==> src/rtl/olmc_pkg.sv <==
package olmc_pkg;

    typedef enum logic [1:0] {
        MODE_SIMPLE     = 2'd0,
        MODE_COMPLEX    = 2'd1,
        MODE_REGISTERED = 2'd2
    } mode_e;

    typedef enum logic [1:0] {
        ROLE_REG     = 2'd0,
        ROLE_COMB_PT = 2'd1,
        ROLE_COMB_ON = 2'd2,
        ROLE_INPUT   = 2'd3
    } role_e;

endpackage

==> src/rtl/olmc_mode_dec.sv <==
module olmc_mode_dec
    import olmc_pkg::*;
(
    input  logic  syn,
    input  logic  ac0,
    output mode_e mode
);

    // Global mode decode; the unused code 2'b00 folds into simple
    always_comb begin
        unique case ({syn, ac0})
            2'b10:   mode = MODE_SIMPLE;
            2'b11:   mode = MODE_COMPLEX;
            2'b01:   mode = MODE_REGISTERED;
            default: mode = MODE_SIMPLE;
        endcase
    end

endmodule

==> src/rtl/olmc_cell.sv <==
module olmc_cell
    import olmc_pkg::*;
#(
    parameter bit IS_INNER = 1'b0
) (
    input  logic  clk,
    input  logic  rst_n,
    input  mode_e mode,
    input  logic  ac1,
    input  logic  xorb,
    input  logic  sop,
    input  logic  oe_pt,
    input  logic  oe_n,
    output logic  pin_out,
    output logic  pin_oe,
    output logic  reg_q
);

    role_e role;
    logic  q;
    logic  comb_val;

    // Role of this cell under the current global mode
    always_comb begin
        unique case (mode)
            MODE_REGISTERED: role = ac1 ? ROLE_COMB_PT : ROLE_REG;
            MODE_COMPLEX:    role = ROLE_COMB_PT;
            default:         role = (ac1 && !IS_INNER) ? ROLE_INPUT : ROLE_COMB_ON;
        endcase
    end

    // Cell flip-flop: loads only while acting as a registered output
    always_ff @(posedge clk or negedge rst_n) begin
        if (!rst_n) begin
            q <= 1'b0;
        end else if (role == ROLE_REG) begin
            q <= sop ^ xorb;
        end
    end

    // Pin drive per role
    always_comb begin
        comb_val = sop ^ xorb;
        unique case (role)
            ROLE_REG: begin
                pin_out = q;
                pin_oe  = !oe_n;
            end
            ROLE_COMB_PT: begin
                pin_out = comb_val;
                pin_oe  = oe_pt;
            end
            ROLE_COMB_ON: begin
                pin_out = comb_val;
                pin_oe  = 1'b1;
            end
            ROLE_INPUT: begin
                pin_out = comb_val;
                pin_oe  = 1'b0;
            end
        endcase
    end

    assign reg_q = q;

    // a registered output shows what was loaded on the previous edge
    a_r3_capture: assert property (@(posedge clk) disable iff (!rst_n)
        ($past(rst_n) && $past(role == ROLE_REG) && role == ROLE_REG)
            |-> pin_out == $past(sop ^ xorb));

    if (IS_INNER) begin : g_inner_chk
        // innermost cells stay driven in simple mode
        a_r9_inner_driven: assert property (@(posedge clk) disable iff (!rst_n)
            (mode == MODE_SIMPLE) |-> pin_oe);
    end

endmodule

==> src/rtl/olmc_fb_route.sv <==
module olmc_fb_route
    import olmc_pkg::*;
#(
    parameter int N_CELLS = 8
) (
    input  logic               clk,
    input  logic               rst_n,
    input  mode_e              mode,
    input  logic [N_CELLS-1:0] ac1,
    input  logic [N_CELLS-1:0] q,
    input  logic [N_CELLS-1:0] pin_in,
    input  logic               dpin_a,
    input  logic               dpin_b,
    output logic [N_CELLS-1:0] fb
);

    localparam int HALF = N_CELLS / 2;

    for (genvar i = 0; i < N_CELLS; i++) begin : g_route
        localparam bit IS_INNER = (i == HALF - 1) || (i == HALF);
        localparam bit IS_OUT_A = (i == 0);
        localparam bit IS_OUT_B = (i == N_CELLS - 1);
        localparam int NEIGH    = (i < HALF) ? i + 1 : i - 1;
        logic fb_bit;

        always_comb begin
            unique case (mode)
                MODE_REGISTERED: fb_bit = ac1[i] ? pin_in[i] : q[i];
                MODE_COMPLEX:    fb_bit = IS_OUT_A ? dpin_a :
                                          (IS_OUT_B ? dpin_b : pin_in[i]);
                default:         fb_bit = IS_INNER ? 1'b0 : pin_in[NEIGH];
            endcase
        end

        assign fb[i] = fb_bit;
    end

    // dedicated pins occupy the outer feedback slots in complex mode
    a_r7_dedicated_fb: assert property (@(posedge clk) disable iff (!rst_n)
        (mode == MODE_COMPLEX) |-> (fb[0] == dpin_a && fb[N_CELLS-1] == dpin_b));

    // innermost cells return no feedback in simple mode
    a_r8_inner_silent: assert property (@(posedge clk) disable iff (!rst_n)
        (mode == MODE_SIMPLE) |-> (fb[HALF-1] == 1'b0 && fb[HALF] == 1'b0));

endmodule

==> src/rtl/pld_olmc_array.sv <==
module pld_olmc_array
    import olmc_pkg::*;
#(
    parameter int N_CELLS = 8
) (
    input  logic               dpin_clk,
    input  logic               rst_n,
    input  logic               cfg_syn,
    input  logic               cfg_ac0,
    input  logic [N_CELLS-1:0] cfg_xor,
    input  logic [N_CELLS-1:0] cfg_ac1,
    input  logic [N_CELLS-1:0] sop,
    input  logic [N_CELLS-1:0] oe_pt,
    input  logic               dpin_oe_n,
    input  logic [N_CELLS-1:0] pin_in,
    output logic [N_CELLS-1:0] pin_out,
    output logic [N_CELLS-1:0] pin_oe,
    output logic [N_CELLS-1:0] fb
);

    localparam int HALF = N_CELLS / 2;

    mode_e              mode;
    logic [N_CELLS-1:0] cell_q;

    olmc_mode_dec u_dec (
        .syn  (cfg_syn),
        .ac0  (cfg_ac0),
        .mode (mode)
    );

    for (genvar i = 0; i < N_CELLS; i++) begin : g_cell
        olmc_cell #(
            .IS_INNER ((i == HALF - 1) || (i == HALF))
        ) u_cell (
            .clk     (dpin_clk),
            .rst_n   (rst_n),
            .mode    (mode),
            .ac1     (cfg_ac1[i]),
            .xorb    (cfg_xor[i]),
            .sop     (sop[i]),
            .oe_pt   (oe_pt[i]),
            .oe_n    (dpin_oe_n),
            .pin_out (pin_out[i]),
            .pin_oe  (pin_oe[i]),
            .reg_q   (cell_q[i])
        );

        // registered feedback equals the registered pin value
        a_r3_fb_matches_out: assert property (@(posedge dpin_clk) disable iff (!rst_n)
            (!cfg_syn && cfg_ac0 && !cfg_ac1[i]) |-> fb[i] == pin_out[i]);

        // registered outputs obey the dedicated active-low enable
        a_r4_reg_enable: assert property (@(posedge dpin_clk) disable iff (!rst_n)
            (!cfg_syn && cfg_ac0 && !cfg_ac1[i]) |-> pin_oe[i] != dpin_oe_n);
    end

    olmc_fb_route #(
        .N_CELLS (N_CELLS)
    ) u_route (
        .clk    (dpin_clk),
        .rst_n  (rst_n),
        .mode   (mode),
        .ac1    (cfg_ac1),
        .q      (cell_q),
        .pin_in (pin_in),
        .dpin_a (dpin_clk),
        .dpin_b (dpin_oe_n),
        .fb     (fb)
    );

    // complex mode enables every pin from its product term
    a_r6_complex_pt: assert property (@(posedge dpin_clk) disable iff (!rst_n)
        (cfg_syn && cfg_ac0) |-> pin_oe == oe_pt);

    // the reserved code keeps the inner cells driven like simple mode
    a_r1_reserved_simple: assert property (@(posedge dpin_clk) disable iff (!rst_n)
        (!cfg_syn && !cfg_ac0) |-> (pin_oe[HALF-1] && pin_oe[HALF]));

endmodule

==> config.mk <==
export PLATFORM = sky130hd
export DESIGN_NAME = pld_olmc_array
export DESIGN_NICKNAME = d
export VERILOG_FILES = /design/src/rtl/olmc_pkg.sv /design/src/rtl/olmc_mode_dec.sv /design/src/rtl/olmc_cell.sv /design/src/rtl/olmc_fb_route.sv /design/src/rtl/pld_olmc_array.sv
export SDC_FILE = /design/constraint.sdc
export NUM_CORES = 1
export LEC_CHECK = 0
export ABC_AREA = 0
export BUFFER_PORTS_ARGS = -buffer_cell sky130_fd_sc_hd__buf_2
export CELL_PAD_IN_SITES_DETAIL_PLACEMENT = 0
export CELL_PAD_IN_SITES_GLOBAL_PLACEMENT = 1
export CORE_MARGIN = 1.5
export CORE_UTILIZATION = 30
export CTS_CLUSTER_DIAMETER = 80
export CTS_CLUSTER_SIZE = 14
export DETAILED_ROUTE_END_ITERATION = 10
export PLACE_DENSITY_LB_ADDON = 0.1
export SYNTH_ARGS = -nofsm -noshare
export SYNTH_HDL_FRONTEND = slang
export SYNTH_HIERARCHICAL = 1
export SYNTH_SLANG_ARGS = --single-unit
export TNS_END_PERCENT = 20
==> constraint.sdc <==
create_clock -name dpin_clk -period 1.5 [get_ports dpin_clk]
set_input_delay 0.075 -clock dpin_clk [delete_from_list [all_inputs] [get_ports dpin_clk]]
set_output_delay 0.075 -clock dpin_clk [all_outputs]
set_load 0.005 [all_outputs]
==> results of run 1 <==
## timing repair
action | 4_1_cts | 5_1_grt
gates cloned | 0 | 2
hold endpoints to repair | 8 | 0
hold buffers | 1 | 0
buffers inserted | 6 | 1
resized for setup | 16 | 19
setup endpoints to repair | 21 | 21
pin swaps | 9 | 3
## power groups by stage
stage	clock [mW]	sequential [mW]	combinational [mW]
floorplan	0.0126	0.315	0.367
global placement	0.0103	0.326	0.568
detailed placement	0.0103	0.330	0.583
CTS	0.518	0.328	0.657
global route	0.542	0.341	0.779
finish	0.502	0.330	0.713
## layout by cell type (no fill, tap or decap)
cell type,netlist,routed
nand2_1,6,6
clkbuf_16,0,2
and2b_4,0,1
ha_4,0,6
and2_4,0,1
mux2_2,16,11
buf_6,1,5
inv_1,19,17
ha_2,0,6
mux2i_1,9,9
inv_2,0,1
o32ai_2,1,1
buf_2,1,63
a2bb2oi_1,6,6
nand3b_1,7,7
nor3_4,0,4
nand2b_1,1,1
buf_12,0,1
nor2_1,8,8
xor2_1,8,8
dfrtp_1,8,8
inv_4,0,1
o21ai_1,1,1
o211ai_2,6,6
nor3_2,6,2
clkbuf_8,0,6
a21oi_1,1,1
dlygate4sd3_1,0,1
ha_1,18,6
a211oi_4,0,2
nand2b_4,1,1
and2b_2,7,6
mux2_4,0,5
buf_4,9,18
## layout make-up
class | count | area share
multi-input combinational | 105 | 0.533
timing repair buffer | 89 | 0.270
sequential | 8 | 0.0928
clock buffer | 7 | 0.0406
inverter | 19 | 0.0342
tap | 52 | 0.0301
## critical path, cell delays in order
cell and delay [ns]:
buf_6 0.09, and2b_4 0.29, clkbuf_16 0.18, inv_1 0.05, ha_2 0.19, nor3_4 0.18
mux2_2 0.35, buf_2 0.12
## through the flow
step	power, mW	instance area (um^2)	setup TNS, ns
2_1_floorplan	0.694	1350	0
3_3_place_gp	0.904	1780	-3.41
3_5_place_dp	0.924	1780	-4.44
4_1_cts	1.50	2010	-0.515
5_1_grt	1.66	2160	-2.34
6_report	1.54	2160	-0.893
## routing by layer
metal  track usage  share of wire  wire length [um]  vias to the layer above
met5             0              0                 0                        -
met4        0.0791          0.018                70                        0
met3        0.0476          0.049               192                        7
met2         0.272           0.51              2020                       42
met1         0.185           0.42              1640                      607
li1              -              -                 -                      647
## cell families (layout without fill, tap and decap cells)
kind of cell               count (synthesis)  after routing  synth area share
and+or+nand+nor                           37             37             0.188
buffers and inverters                     30            115             0.115
muxes                                     25             25             0.200
adders and majority gates                 18             18             0.166
AOI/OAI and AO/OA                         17             17             0.132
xor gates and xnor gates                   8              8            0.0518
DFF                                        8              8             0.148
## worst max path at each step
stage / startpoint / endpoint / slack [ns] / cells past startpoint
CTS: cfg_syn / pin_out[2] / -0.07 / 8
finish: cfg_syn / pin_out[0] / -0.09 / 8
global route: cfg_syn / pin_oe[3] / -0.17 / 9
global placement: cfg_syn / pin_out[2] / -0.20 / 7
floorplan: cfg_syn / g_cell[3].u_cell/reg_q$_DFFE_PN0N_ / 0.03 / 5
detailed placement: cfg_syn / pin_out[5] / -0.24 / 7
==> results.json, run 1 <==
{
  "hold_violations": 0,
  "violations": "negative setup slack",
  "dpl.hpwl_mm": 2.77,
  "power.switching_uw": 494,
  "r2r_setup_slack_ns": 0.73,
  "io_buffers": 68,
  "setup_viol": 19,
  "synth.area.top_cells": "ha_1 17%, dfrtp_1 15%, mux2_2 13%",
  "setup.worst_path.start_class": "input port",
  "cp_max_fo": 9,
  "critPathRequiredTime_ns": 1.42,
  "drv_slew": 0,
  "timing.rr.end": "g_cell[6].u_cell/reg_q$_DFFE_PN0N_",
  "largest_reg_flops": 8,
  "antenna_found_initial": 0,
  "finalWirelength_mm": 3.92,
  "utilization": 0.496,
  "ios": 69,
  "ir_drop_mv": 0.335,
  "rsz0062_at_grt": "yes",
  "synth_edf_count": 0,
  "drive_above_1_share": 0.654,
  "synth_cells": 143,
  "seqCellArea_um2": 200,
  "finClkSkew_ns": 0,
  "crit_type": "input port to primary output",
  "first_pass_iters": 2,
  "grt_pass1_wl_mm": 6.16,
  "switching_share": 0.320,
  "async_flop_share": 1.00,
  "grt_pass1_vias": 1365,
  "clk_transition_reported_paths_ns": 0.05,
  "routedWlPerCell_um": 14.0,
  "yosys_warnings": 6,
  "synth-seq-cells": 8,
  "rows": 24,
  "cts_tree": "done",
  "vias": 1303,
  "p_int_mw": 1.05,
  "synth.most_common_cell": "inv_1",
  "slew_headroom": 0.829,
  "start_util": 0.311,
  "status": "finished with violations",
  "end_kind": "primary output",
  "timing.fmax_mhz": 627,
  "grt_max_degree": 19,
  "syn-cell-area_um2": 1350,
  "grt_usage": 0.161,
  "synth_nets": 206,
  "ys_types": 23,
  "fin_crit_sh": 1.06,
  "stdcell_count": 280,
  "diodes": 0,
  "antenna_left": 0,
  "ys.flop_type": "dfrtp_1",
  "avgViaCountPerCell": 4.65,
  "ff2ff_path_depth": 1,
  "area_growth_pct": 59.4,
  "timing.final.crit_period_ns": 1.59,
  "core_region_area_um2": 4350,
  "layout.nets": 293,
  "clkPwrFrac": 0.325,
  "dieArea_um2": 4920,
  "gp_congestion": 0.798,
  "r2r_start": "g_cell[6].u_cell/reg_q$_DFFE_PN0N_",
  "hold_path.class": "input port to async pin",
  "syn_area_per_cell_um2": 9.47,
  "multiInputGateArea_um2": 1150,
  "drt_iter0_markers": 14,
  "synth_area_leader_cell": "ha_1",
  "seq_power_share": 0.214,
  "drc_errors": 0,
  "fin_hold_ws_ns": 0.147,
  "synthTopCellsByCount": "19 x inv_1, 18 x ha_1, 16 x mux2_2",
  "power-per-cell-area_nw_per_um2": 716,
  "ys_seq_area_frac": 0.148,
  "p_comb_frac": 0.461,
  "maxCapViolCount": 0,
  "worst_slack_ns": -0.0940,
  "worstPathArrival_ns": 1.52,
  "static-leakage-power_nw": 1.07,
  "dp_cells": 264,
  "nFillCells": 412,
  "floorplan.die.height_um": 70.2,
  "worstMarginPinSlew_ns": 0.249,
  "clk_latency_ns": 0.34,
  "die_w_um": 70.2,
  "yosys.area.top_type_share": 0.166,
  "grt-ovfl-total": 0,
  "dp_slack_ns": -0.242
}
Power figures use the tool's default switching activity.
==> inputs of run 2 (changes only) <==
--- a/config.mk
+++ b/config.mk
@@ -15,6 +15,7 @@
 export CTS_CLUSTER_SIZE = 14
 export DETAILED_ROUTE_END_ITERATION = 10
 export PLACE_DENSITY_LB_ADDON = 0.1
+export SKIP_CTS_REPAIR_TIMING = 1
 export SYNTH_ARGS = -nofsm -noshare
 export SYNTH_HDL_FRONTEND = slang
 export SYNTH_HIERARCHICAL = 1
==> results.json, run 2 (same netlist as run 1, synthesis figures left out) <==
{
  "worst_slack_ns": -0.0940,
  "maxCapViolCount": 0,
  "wl_met1_mm": 1.57,
  "vias": 1272,
  "drc_errors": 0,
  "final_common_cell": "buf_2",
  "antenna_left": 0,
  "static-leakage-power_nw": 1.01,
  "placed_area_um2": 1780,
  "slew_headroom": 0.843,
  "nFillCells": 436,
  "clk_transition_reported_paths_ns": 0.05,
  "first_pass_iters": 4,
  "timing.fmax_mhz": 627,
  "routedWlPerCell_um": 13.2,
  "gp_congestion": 0.798,
  "diodes": 0,
  "setup.worst_path.start_class": "input port",
  "cp_max_fo": 18,
  "worstMarginPinSlew_ns": 0.229,
  "design_area_um2": 2000,
  "worstPathArrival_ns": 1.52,
  "rsz0062_at_grt": "yes",
  "finClkSkew_ns": 0,
  "crit_type": "input port to primary output",
  "end_kind": "primary output",
  "grt_pass1_wl_mm": 5.77,
  "dpl.hpwl_mm": 2.77,
  "avgViaCountPerCell": 4.61,
  "antenna_found_initial": 0,
  "io_buffers": 68,
  "start_util": 0.311,
  "rows": 24,
  "finalPower_mw": 1.47,
  "grt_pass1_vias": 1295,
  "hold_path.class": "input port to async pin",
  "largest_reg_flops": 8,
  "fin_hold_ws_ns": 0.140,
  "top_layer": "met3",
  "grt_max_degree": 19,
  "drive_above_1_share": 0.616,
  "wl_met2_mm": 1.91,
  "drt_iter0_markers": 18,
  "clk_latency_ns": 0.34,
  "dieArea_um2": 4920,
  "grt-ovfl-total": 0,
  "finalWirelength_mm": 3.65,
  "fin_crit_sh": 1.06,
  "floorplan.die.height_um": 70.2,
  "drv_slew": 0,
  "hold_violations": 0,
  "timing.final.crit_period_ns": 1.59,
  "critPathRequiredTime_ns": 1.42,
  "ir_drop_mv": 0.311,
  "violations": "negative setup slack",
  "wl_met3_um": 171,
  "cts_tree": "done",
  "grt_usage": 0.151,
  "die_w_um": 70.2,
  "ios": 69,
  "layout.nets": 289,
  "core_region_area_um2": 4350,
  "status": "finished with violations",
  "area_growth_pct": 48.0,
  "power-per-cell-area_nw_per_um2": 734,
  "setup_viol": 19,
  "final_cell_mix": "68 x buf_2, 19 x inv_1, 16 x buf_4, 15 x mux2_2, 11 x ha_1"
}
==> run 2: worst max-delay path: stages <==
cell and delay (ns):
buf_2 0.08, and2b_2 0.22, buf_12 0.15, ha_1 0.32, nor3_4 0.17, mux2_2 0.36, buf_2 0.13
==> run 2: layout make-up <==
| cell class | instances | area [um^2] | area share |
|---|---|---|---|
| inverters | 19 | 71.3 | 0.0356 |
| multi-input cells | 105 | 1090 | 0.546 |
| flip-flops and latches | 8 | 200 | 0.0999 |
| clock buffers | 7 | 87.6 | 0.0437 |
| well taps | 52 | 65.1 | 0.0325 |
| repair buffers | 85 | 485 | 0.242 |
==> run 2: path summary, 6_finish.rpt <==
check	from	endpoint	slack [ns]	depth (start not counted)
worst max register to register	g_cell[6].u_cell/reg_q$_DFFE_PN0N_	g_cell[6].u_cell/reg_q$_DFFE_PN0N_	0.73	1
worst max-delay path	cfg_syn	pin_out[2]	-0.09	7
worst min-delay path	rst_n	g_cell[3].u_cell/reg_q$_DFFE_PN0N_	0.14	2
max in group asynchronous	rst_n	g_cell[4].u_cell/reg_q$_DFFE_PN0N_	1.16	2
min in group dpin_clk	cfg_ac1[7]	g_cell[7].u_cell/reg_q$_DFFE_PN0N_	0.16	3
worst min register to register	g_cell[5].u_cell/reg_q$_DFFE_PN0N_	g_cell[5].u_cell/reg_q$_DFFE_PN0N_	0.54	1
==> run 2: routing by layer <==
| layer | vias up | GRT usage |
|---|---|---|
| met5 | - | 0 |
| met2 | 37 | 0.249 |
| li1 | 637 | - |
| met3 | 0 | 0.0491 |
| met4 | 0 | 0.0684 |
| met1 | 598 | 0.179 |
==> run 2: report_power, final <==
part | leakage, nW | switching (mW) | total [mW] | internal [mW]
clock | 0.0543 | 0.147 | 0.500 | 0.352
combinational | 0.860 | 0.278 | 0.643 | 0.365
sequential | 0.0943 | 0.0466 | 0.328 | 0.281
total | 1.01 | 0.471 | 1.47 | 0.998
==> run 2: through the flow <==
step	util	setup TNS, ns	worst slack, ns	cells
after global routing	0.460	-2.39	-0.178	276
after global placement	0.408	-3.41	-0.201	264
after CTS	0.427	-3.28	-0.244	270
after detailed placement	0.408	-4.44	-0.242	264
after floorplan	-	0	0.0282	143
final	0.460	-0.840	-0.0940	276
